$ cat src/rtl/obc_pkg.sv
package obc_pkg;

  localparam int BYTE_W = 8;
  localparam int ADDR_W = 4;

  localparam logic [ADDR_W-1:0] A_MOD_HI  = 4'd0;
  localparam logic [ADDR_W-1:0] A_MOD_LO  = 4'd1;
  localparam logic [ADDR_W-1:0] A_CMP0_HI = 4'd2;
  localparam logic [ADDR_W-1:0] A_CMP0_LO = 4'd3;
  localparam logic [ADDR_W-1:0] A_CMP1_HI = 4'd4;
  localparam logic [ADDR_W-1:0] A_CMP1_LO = 4'd5;
  localparam logic [ADDR_W-1:0] A_CTL0    = 4'd6;
  localparam logic [ADDR_W-1:0] A_CTL1    = 4'd7;
  localparam logic [ADDR_W-1:0] A_CLR     = 4'd8;
  localparam logic [ADDR_W-1:0] A_GPIO    = 4'd9;

  typedef enum logic [1:0] {
    ACT_NONE   = 2'b00,
    ACT_TOGGLE = 2'b01,
    ACT_CLEAR  = 2'b10,
    ACT_SET    = 2'b11
  } pin_act_e;

  typedef struct packed {
    logic     irq_en;
    pin_act_e act;
  } ch_ctl_t;

  function automatic logic next_pin(input pin_act_e a, input logic cur);
    case (a)
      ACT_TOGGLE: next_pin = ~cur;
      ACT_CLEAR:  next_pin = 1'b0;
      ACT_SET:    next_pin = 1'b1;
      default:    next_pin = cur;
    endcase
  endfunction

endpackage

$ cat src/rtl/obc_counter.sv
module obc_counter
  import obc_pkg::*;
#(
  parameter int CW = 16
) (
  input  logic              clk,
  input  logic              rst_n,
  input  logic              wr_hi,
  input  logic              wr_lo,
  input  logic [BYTE_W-1:0] data,
  output logic [CW-1:0]     count_o,
  output logic [CW-1:0]     mod_o,
  output logic              wrap_o
);
  localparam int HW = CW - BYTE_W;

  logic [HW-1:0] mod_hi_q;
  logic [CW-1:0] mod_q;
  logic [CW-1:0] cnt_q;

  // the modulus is staged like a compare value so it never holds a mixed value
  always_ff @(posedge clk or negedge rst_n) begin
    if (!rst_n) begin
      mod_hi_q <= '1;
      mod_q    <= '1;
    end else begin
      if (wr_hi) mod_hi_q <= data[HW-1:0];
      if (wr_lo) mod_q    <= {mod_hi_q, data};
    end
  end

  assign wrap_o = (cnt_q >= mod_q);

  always_ff @(posedge clk or negedge rst_n) begin
    if (!rst_n)      cnt_q <= '0;
    else if (wrap_o) cnt_q <= '0;
    else             cnt_q <= cnt_q + 1'b1;
  end

  assign count_o = cnt_q;
  assign mod_o   = mod_q;

endmodule

$ cat src/rtl/obc_cmp_bank.sv
module obc_cmp_bank
  import obc_pkg::*;
#(
  parameter int CW = 16
) (
  input  logic              clk,
  input  logic              rst_n,
  input  logic              wr_hi,
  input  logic              wr_lo,
  input  logic [BYTE_W-1:0] data,
  output logic [CW-1:0]     val_o,
  output logic              inh_o,
  output logic              done_o
);
  localparam int HW = CW - BYTE_W;

  logic [HW-1:0] hi_q;
  logic [CW-1:0] val_q;
  logic          inh_q;

  always_ff @(posedge clk or negedge rst_n) begin
    if (!rst_n) begin
      hi_q  <= '1;
      val_q <= '1;
      inh_q <= 1'b0;
    end else begin
      if (wr_hi) begin
        hi_q  <= data[HW-1:0];
        inh_q <= 1'b1;
      end
      if (wr_lo) begin
        val_q <= {hi_q, data};
        inh_q <= 1'b0;
      end
    end
  end

  assign val_o  = val_q;
  assign inh_o  = inh_q;
  assign done_o = wr_lo;

endmodule

$ cat src/rtl/obc_route.sv
module obc_route
  import obc_pkg::*;
#(
  parameter int CW = 16,
  parameter int NCH = 2
) (
  input  logic                    clk,
  input  logic                    rst_n,
  input  logic [CW-1:0]           count,
  input  logic                    wrap,
  input  logic [NCH-1:0][CW-1:0]  val,
  input  logic [NCH-1:0]          inh,
  input  logic [NCH-1:0]          done,
  input  logic                    link,
  input  logic                    link_rise,
  input  ch_ctl_t                 ctl0,
  input  ch_ctl_t                 ctl1,
  output logic [NCH-1:0]          hit,
  output logic                    act_sel,
  output logic                    pin0,
  output logic                    pin1
);
  logic [NCH-1:0] solo_match;
  logic           act_q, last_q, last_nx;
  logic           linked_match;
  logic           pin0_q, pin1_q;

  for (genvar i = 0; i < NCH; i++) begin : g_match
    assign solo_match[i] = !inh[i] && (count == val[i]);
  end

  assign linked_match = !inh[act_q] && (count == val[act_q]);

  assign hit[0] = link ? linked_match : solo_match[0];
  assign hit[1] = !link && solo_match[1];

  // most recently completed write decides the next owner
  always_comb begin
    last_nx = last_q;
    if (done[1])      last_nx = 1'b1;
    else if (done[0]) last_nx = 1'b0;
  end

  always_ff @(posedge clk or negedge rst_n) begin
    if (!rst_n) begin
      act_q  <= 1'b0;
      last_q <= 1'b0;
    end else if (link_rise) begin
      act_q  <= 1'b0;
      last_q <= 1'b0;
    end else begin
      last_q <= last_nx;
      if (link && wrap) act_q <= last_nx;
    end
  end

  always_ff @(posedge clk or negedge rst_n) begin
    if (!rst_n) begin
      pin0_q <= 1'b0;
      pin1_q <= 1'b0;
    end else begin
      if (hit[0]) pin0_q <= next_pin(ctl0.act, pin0_q);
      if (hit[1]) pin1_q <= next_pin(ctl1.act, pin1_q);
    end
  end

  assign act_sel = act_q;
  assign pin0    = pin0_q;
  assign pin1    = pin1_q;

endmodule

$ cat src/rtl/obc_timer.sv
module obc_timer
  import obc_pkg::*;
#(
  parameter int CW = 16
) (
  input  logic              clk,
  input  logic              rst_n,
  input  logic              wr_en,
  input  logic [ADDR_W-1:0] wr_addr,
  input  logic [BYTE_W-1:0] wr_data,
  output logic [CW-1:0]     count,
  output logic              ch0_pin,
  output logic              ch1_pin,
  output logic [1:0]        cmp_flag,
  output logic              ovf_flag
);
  localparam int NCH = 2;

  logic [CW-1:0]          mod_val;
  logic                   wrap;
  logic [NCH-1:0][CW-1:0] val;
  logic [NCH-1:0]         inh, done, hit;
  logic [NCH-1:0]         wr_hi_sel, wr_lo_sel;
  logic                   act_sel, pin0_raw, pin1_raw;
  ch_ctl_t                ctl0_q, ctl1_q;
  logic                   link_q, gpio_q, ovf_q;
  logic [1:0]             flag_q;
  logic                   clr_wr, link_rise;

  obc_counter #(.CW(CW)) u_cnt (
    .clk     (clk),
    .rst_n   (rst_n),
    .wr_hi   (wr_en && wr_addr == A_MOD_HI),
    .wr_lo   (wr_en && wr_addr == A_MOD_LO),
    .data    (wr_data),
    .count_o (count),
    .mod_o   (mod_val),
    .wrap_o  (wrap)
  );

  assign wr_hi_sel[0] = wr_en && wr_addr == A_CMP0_HI;
  assign wr_lo_sel[0] = wr_en && wr_addr == A_CMP0_LO;
  assign wr_hi_sel[1] = wr_en && wr_addr == A_CMP1_HI;
  assign wr_lo_sel[1] = wr_en && wr_addr == A_CMP1_LO;

  for (genvar i = 0; i < NCH; i++) begin : g_bank
    obc_cmp_bank #(.CW(CW)) u_bank (
      .clk    (clk),
      .rst_n  (rst_n),
      .wr_hi  (wr_hi_sel[i]),
      .wr_lo  (wr_lo_sel[i]),
      .data   (wr_data),
      .val_o  (val[i]),
      .inh_o  (inh[i]),
      .done_o (done[i])
    );
  end

  assign link_rise = wr_en && wr_addr == A_CTL0 && wr_data[3] && !link_q;
  assign clr_wr    = wr_en && wr_addr == A_CLR;

  always_ff @(posedge clk or negedge rst_n) begin
    if (!rst_n) begin
      ctl0_q <= '0;
      ctl1_q <= '0;
      link_q <= 1'b0;
      gpio_q <= 1'b0;
    end else if (wr_en) begin
      case (wr_addr)
        A_CTL0: begin
          ctl0_q <= ch_ctl_t'(wr_data[2:0]);
          link_q <= wr_data[3];
        end
        A_CTL1: ctl1_q <= ch_ctl_t'(wr_data[2:0]);
        A_GPIO: gpio_q <= wr_data[0];
        default: ;
      endcase
    end
  end

  obc_route #(.CW(CW), .NCH(NCH)) u_route (
    .clk       (clk),
    .rst_n     (rst_n),
    .count     (count),
    .wrap      (wrap),
    .val       (val),
    .inh       (inh),
    .done      (done),
    .link      (link_q),
    .link_rise (link_rise),
    .ctl0      (ctl0_q),
    .ctl1      (ctl1_q),
    .hit       (hit),
    .act_sel   (act_sel),
    .pin0      (pin0_raw),
    .pin1      (pin1_raw)
  );

  // a new event beats a clear requested in the same cycle
  always_ff @(posedge clk or negedge rst_n) begin
    if (!rst_n) begin
      ovf_q  <= 1'b0;
      flag_q <= '0;
    end else begin
      ovf_q     <= wrap | (ovf_q & ~(clr_wr & wr_data[0]));
      flag_q[0] <= (hit[0] & ctl0_q.irq_en) | (flag_q[0] & ~(clr_wr & wr_data[1]));
      flag_q[1] <= (hit[1] & ctl1_q.irq_en) | (flag_q[1] & ~(clr_wr & wr_data[2]));
    end
  end

  assign ch0_pin  = pin0_raw;
  assign ch1_pin  = link_q ? gpio_q : pin1_raw;
  assign cmp_flag = flag_q;
  assign ovf_flag = ovf_q;

endmodule

$ cat config.mk
export PLATFORM = sky130hd
export DESIGN_NAME = obc_timer
export DESIGN_NICKNAME = d
export VERILOG_FILES = /design/src/rtl/obc_pkg.sv /design/src/rtl/obc_counter.sv /design/src/rtl/obc_cmp_bank.sv /design/src/rtl/obc_route.sv /design/src/rtl/obc_timer.sv
export SDC_FILE = /design/constraint.sdc
export NUM_CORES = 1
export LEC_CHECK = 0
export BUFFER_PORTS_ARGS = -buffer_cell sky130_fd_sc_hd__buf_2
export CAP_MARGIN = 20
export CORE_AREA = 4 4 96 98
export DETAILED_ROUTE_END_ITERATION = 8
export DIE_AREA = 0 0 100 102
export PLACE_DENSITY_LB_ADDON = 0.08
export SLEW_MARGIN = 20
export SYNTH_ARGS = -nofsm -noshare
export SYNTH_HDL_FRONTEND = slang
export SYNTH_SLANG_ARGS = --single-unit
$ cat constraint.sdc
create_clock -name clk -period 3.7 [get_ports clk]
set_input_delay 0.74 -clock clk [delete_from_list [all_inputs] [get_ports clk]]
set_output_delay 0.74 -clock clk [all_outputs]
set_load 0.02 [all_outputs]
==> metrics.txt, run 1 <==
chip width ~100 µm; Synth Register Bits between 100 and 150; Total Power 3580 µW; die area between 10,000 and 15,000 µm²; reg-to-reg critical path endpoint u_cnt.count_o[2]$_DFF_PN0_; register area share after synthesis 51.1%; CP Launch Type flop; detailed-route wire length per cell 19.5 µm; Pwr per Cell Area between 600 and 700 nW/µm²; postcts setup bufs 0; Non-Filler Instances approximately 580; Adder-Cell Fraction of Synth Area 4.00%; slowest CP cell dfrtp_1; most used cell, CP a21o_1; drt first pass iters 4; Peak VDD IR 0.335 mV; cts hold-fix bufs 0; Critical Path Sink Type flop; iteration-0 DRC count of the detailed router 90; R2R depth 7; vias per inst 5.71; H-tree levels 3; data arrival time of the critical path ~2600 ps; Finish-stage setup viols 0; Synth Area in Compound Gates 4.00%; clock root cell clkbuf_8; DRT antenna net count 0; GPL Wtd Cong 0.814; final WL around 11,000 µm; pin count of the biggest net entering global routing 69; GRT overflow 0; total CTS buffers 9; Setup Skew 10.9 ps; fillers 640; Post-Route Utilization about two thirds; Buffers on Ports 35; fin crit share 63.2%; Detailed Place HPWL 8000 µm; DRC 0; vias 3,292; top-count cell post-synth mux2_2; placed instance count 561; final net count 496; area grow syn2layout 7.64%; # rows 34; Tmin final ~2300 ps; clk buf depth 2; Async SR Flop Fraction 100%; Post-Synth XOR/XNOR Area roughly 8.6%; Ports 36; CP Max Fanout 15; post-synth top area cell dfstp_2; Syn Inst Count 437; outcome finished clean; synth warn 0; main combinational cell family by area after synthesis multiplexers; die height 102 µm; Critical Path RT 4010 ps; Max Slew Vio Count 0; Sw Share between 30 and 40%; max-cap viol count 0; share of power burned in registers 52.0%; core area 8470 µm²; RSZ-0062 raised after global routing false; critical path type flop to flop; Slew @ Worst Pin just over 900 ps; Net Sw Power 1220 µW; final setup margin 1360 ps; clock network latency to the later pin of the worst-skew pair 380 ps; CP cell instances ha_1, a21o_1, a21o_1, a21o_1, a311oi_2, nand2_2, nor2_1; CTS resizes 0; simple-gate share of the synthesized area 10.1%; leakage power total 0.00253 µW; largest cells by area after synthesis dfstp_2 36%, mux2_2 16%, dfrtp_1 16%; FF-to-FF setup slack 1360 ps; Post-Syn Nets 469; number of flops mapped to enable cells by yosys 0; Synth cell types 47; dpl ws 1090 ps; Synth top area share 35.6%; TritonCTS clock tree yes; Syn Std Cell Area 5320 µm²; first-pass GRT wire length 18,300 µm; vias in the first global route between 3,000 and 4,000; n_diodes 0; initial core utilization 62.9%; mux contribution to synthesized area 18.3%; f_max 0.428 GHz; Synth Flop Type dfstp_2; clock share of power 20.2%; gr usage total between 20% and 30%; layout cells sized above 1 between 40% and 50%; Pint 2360 µW; Post-synth top cells 75 x mux2_2, 72 x dfstp_2, 33 x dfrtp_1, 29 x xor2_1; Avg Cell Area, Syn 12.2 µm²; max_slew headroom about 38%; setup TNS 0 ps; antenna violations before repair 0; Logic pwr share ~28%; Fin. Hold Viols 0; Hold Path Class primary input to asynchronous set/reset pin; CP max stage delay 600 ps; Clock Sinks 105; reg2reg start u_cnt.count_o[13]$_DFF_PN0_; clock slew at reported path FFs 110 ps
-- per-stage QoR --
stage | hold slack, ps | instance area, µm²
after floorplan | 444 | 5320
after global placement | 455 | 5520
after detailed placement | 465 | 5520
after CTS | 487 | 5730
after global routing | 513 | 5730
final | 440 | 5730
-- layout by cell type (no fill, tap or decap), drive strengths merged, types with 3 or more instances in the layout --
cell,count
dfstp,72
nand3,10
o21ai,7
nor4,3
clkbuf,10
inv,26
nor2,24
xnor2,23
a22o,3
mux2i,6
nand3b,3
mux2,81
and4,3
a21o,3
buf,38
a21oi,8
nand2b,5
xor2,29
nor3,6
dfrtp,33
nand4,9
and3,7
nand2,22
a311oi,3
ha,17
-- critical path: cells and delay by family, from the launching register on --
kind	cells	cell delay, ps
AO/OA/AOI/OAI	4	900
flip-flops	1	600
AND/OR/NAND/NOR	2	440
adder cells (fa/ha/maj)	1	320
-- power by group through the flow --
stage                     clock, µW  combinational (µW)  sequential [µW]
final                           724                 992             1860
after global routing            774                1100             1910
after CTS                       746                1000             1860
after detailed placement          0                 991             1880
after global placement            0                 956             1860
after floorplan                   0                 827             1780
-- how the worst max path moves through the flow --
stage	start	depth (start not counted)	slack (ps)	endpoint
2_1_floorplan	u_cnt.count_o[0]$_DFF_PN0_	10	1580	u_cnt.count_o[14]$_DFF_PN0_
3_3_place_gp	wr_addr[2]	6	1210	u_route.act_sel$_DFFE_PN0P_
3_5_place_dp	wr_addr[2]	6	1090	u_route.act_sel$_DFFE_PN0P_
4_1_cts	u_cnt.count_o[13]$_DFF_PN0_	7	1360	u_cnt.count_o[8]$_DFF_PN0_
5_1_grt	u_cnt.count_o[13]$_DFF_PN0_	7	1210	u_cnt.count_o[8]$_DFF_PN0_
6_report	u_cnt.count_o[13]$_DFF_PN0_	7	1360	u_cnt.count_o[2]$_DFF_PN0_
-- area by class of cell --
cell class | count | area [µm²] | area share, %
clock buffers | 10 | 138 | 2.40
clock inverters | 6 | 67.6 | 1.18
inverters | 21 | 78.8 | 1.38
multi-input cells | 289 | 2390 | 41.7
flip-flops and latches | 105 | 2720 | 47.4
well taps | 108 | 135 | 2.36
repair buffers | 38 | 200 | 3.49
-- state kept, by name (all words and copies together), names as in the netlist --
signal and flops:
u_route.pin1 1, link_q 1, cmp_flag 2, u_route.last_q 1, gpio_q 1, u_cnt.mod_hi_q 8, g_bank.u_bank.val_o 32, u_cnt.count_o 16
u_route.act_sel 1, u_route.pin0 1, u_cnt.mod_o 16, ctl0_q 3, ovf_flag 1, g_bank.u_bank.hi_q 16, g_bank.u_bank.inh_o 2, ctl1_q 3
-- layer usage --
layer / vias up / GRT usage [%] / part of all wire, %
met1: 1683 / 32.2 / 47
li1: 1558 / - / -
met3: 15 / 4.03 / 2.3
met2: 36 / 40.2 / 50
met4: 0 / 6.42 / 1.3
met5: - / 0 / 0
-- logic make-up (layout without fill, tap and decap cells) --
kind of cell | count (synthesis) | in the layout
flip-flops | 105 | 105
AO/OA/AOI/OAI | 31 | 31
AND/OR/NAND/NOR | 102 | 102
XOR/XNOR | 52 | 52
multiplexers | 87 | 87
buffers and inverters | 43 | 75
adder cells (fa/ha/maj) | 17 | 17
Power figures use the tool's default switching activity.
==> run 2: changes to the inputs <==
ABC_AREA = 1   (was unset)
CORE_AREA = 4 4 102 104   (was 4 4 96 98)
DIE_AREA = 0 0 106 108   (was 0 0 100 102)
clock period = 2.2 ns   (was 3.7 ns; I/O delays follow)
==> run 2 against run 1 <==
Compared with the run above: total power grew 61%; core utilization down 2.2 points; global-route usage rose by 4.1 points; critical path type unchanged; largest cell class unchanged.
==> metrics.txt, run 2 <==
outcome finished clean; met1 Usage GRT between 30% and 40%; Buffers on Ports 35; Setup Skew 12.1 ps; Critical Path Sink Type flop; Syn Std Cell Area approximately 5600 µm²; Pwr per Cell Area between 900 and 1000 nW/µm²; # rows 36; max_slew headroom 61.3%; global route hottest layer met2; vias per inst roughly 5.4; largest cells by area after synthesis dfstp_2 34%, nand2_1 15%, dfrtp_1 15%; Post-synth top cells 225 x nand2_1, 85 x inv_1, 79 x o21ai_0, 72 x dfstp_2, 68 x nor2_1; final setup margin 172 ps; Fin. Hold Viols 0; FF-to-FF setup slack 170 ps; Async SR Flop Fraction 100%; R2R depth 11; Non-Filler Instances 909; detailed-route wire length per cell 16.4 µm; number of flops mapped to enable cells by yosys 0; GPL Wtd Cong about 0.89; Post-Syn Nets 754; clock slew at reported path FFs 100 ps; Synth top area share 33.6%; Avg Cell Area, Syn 7.80 µm²; Total Power 5770 µW; antenna violations before repair 0; drt first pass iters 5; area grow syn2layout 11.0%; iteration-0 DRC count of the detailed router 364; Synth Register Bits approximately 110; clk buf depth 2; most used cell, CP inv_1; top-count cell post-synth nand2_1; Synth Flop Type dfstp_2; max-cap viol count 0; final WL 14,900 µm; Post-Route Utilization 65.4%; placed instance count 893; fillers 823; layout cells sized above 1 21.0%; final net count 803; Finish-stage setup viols 0; first-pass GRT wire length 24,300 µm; total CTS buffers 9; pin count of the biggest net entering global routing approximately 110; die height approximately 110 µm; CP cell instances inv_1, ha_1, nand2_1, inv_1, o21ai_0, nand2_1, a21oi_2, nand3_4, inv_1, o21ai_0, nor2_1; post-synth top area cell dfstp_2; cts hold-fix bufs 0; core area 9550 µm²; gr usage total 27.9%; Detailed Place HPWL about 11,000 µm; GRT overflow 0; postcts setup bufs 0; n_diodes 0; fin crit share 92.2%; most frequent cells in the layout 225 x nand2_1, 85 x inv_1, 79 x o21ai_0, 72 x dfstp_2, 66 x nor2_1; Critical Path RT between 2000 and 3000 ps; setup TNS 0 ps; TritonCTS clock tree yes; reg2reg start u_cnt.mod_o[13]$_DFFE_PN1P_; DRT antenna net count 0; vias in the first global route 4,808; Largest register FFs 32; leakage power total approximately 0.0031 µW; slowest CP cell dfstp_2; clock root cell clkbuf_8; met3 Use GR 6.15%; reg-to-reg critical path endpoint u_cnt.count_o[4]$_DFF_PN0_; CP Launch Type flop; register area share after synthesis between 40% and 50%; Clock Sinks 105; Peak VDD IR 0.700 mV; data arrival time of the critical path roughly 2300 ps; Max Slew Vio Count 0; CP Max Fanout 13; H-tree levels 3; Ports 36; RSZ-0062 raised after global routing false; critical path type flop to flop; die area 11,400 µm²; f_max 0.493 GHz; clock network latency to the later pin of the worst-skew pair 390 ps; Synth cell types 35; met2 Resource Use GR 45.0%; DRC 0; Tmin final 2030 ps; commonest non-fill, non-tap cell in the layout nand2_1; vias 4,943; Hold Path Class primary input to asynchronous set/reset pin; dpl ws 55.9 ps; CP max stage delay 530 ps; Syn Inst Count between 700 and 800; synth warn 0; initial core utilization roughly 59%; Slew @ Worst Pin 580 ps; chip width 106 µm
run 2: changes by cell type after synthesis, moves of 7 or more:
cell / before / now
xor2_1: 29 / 8
nand3_1: 10 / 29
nand2_1: 21 / 225
o21ai_0: 7 / 79
inv_1: 21 / 85
a21oi_1: 8 / 30
o22ai_1: 1 / 8
nor2_1: 23 / 68
mux2_2: 75 / 3
xnor2_1: 23 / 5
run 2: critical path: cells and delay by family, from the launching register on:
kind	cells	cell delay, ps
DFF	1	530
and+or+nand+nor	4	480
AOI/OAI and AO/OA	3	440
adders and majority gates	1	290
buffers and inverters	3	220
run 2: cell type report:
type / instances / area [µm²] / area share (%)
clock inverter: 6 / 48.8 / 0.781
clock buffer: 10 / 138 / 2.20
sequential: 105 / 2720 / 43.5
multi-input combinational: 509 / 2480 / 39.7
inverter: 86 / 323 / 5.17
tap: 133 / 166 / 2.66
timing repair buffer: 60 / 378 / 6.05
run 2: how the worst max path moves through the flow:
stage	from	endpoint	slack, ps
2_1_floorplan	u_cnt.count_o[13]$_DFF_PN0_	u_cnt.count_o[8]$_DFF_PN0_	400
3_3_place_gp	u_cnt.mod_o[15]$_DFFE_PN1P_	u_cnt.count_o[4]$_DFF_PN0_	180
3_5_place_dp	u_cnt.mod_o[13]$_DFFE_PN1P_	u_cnt.count_o[4]$_DFF_PN0_	60
4_1_cts	u_cnt.mod_o[13]$_DFFE_PN1P_	u_cnt.count_o[4]$_DFF_PN0_	6
5_1_grt	u_cnt.mod_o[13]$_DFFE_PN1P_	u_cnt.count_o[4]$_DFF_PN0_	30
6_report	u_cnt.mod_o[13]$_DFFE_PN1P_	u_cnt.count_o[4]$_DFF_PN0_	170
run 2: stage by stage:
stage | hold WS, ps | cell area, µm²
3_3_place_gp | 451 | 6050
2_1_floorplan | 144 | 5630
6_report | 93.1 | 6250
3_5_place_dp | 453 | 6050
5_1_grt | 141 | 6250
4_1_cts | 127 | 6230
run 2: logic make-up (layout without fill, tap and decap cells):
group           count (synthesis)  in the layout  synth area share [%]
mux                             3              3                 0.600
simple gates                  349            349                  25.3
buf+inv                       108            162                  8.13
flops                         105            105                  48.2
xor+xnor                       13             13                  2.02
compound gates                127            127                  11.9
fa+ha+maj                      17             17                  3.78
run 2: what timing repair did:
action,in CTS,in global routing
resized for setup,0,3
hold endpoints to repair,0,0
setup endpoints to repair,0,14
run 2: power breakdown:
group | total (µW) | switching, µW | internal (µW)
logic | 1800 | 1140 | 660
clock network | 1150 | 689 | 457
registers | 2830 | 271 | 2550
total | 5770 | 2100 | 3670
run 2: metal layers:
layer / up-vias / part of all wire, % / wire, µm
met5: - / 0 / 0
met4: 0 / 4.8 / 709
met3: 36 / 5.4 / 801
met2: 160 / 46 / 6930
met1: 2332 / 43 / 6470
li1: 2415 / - / -
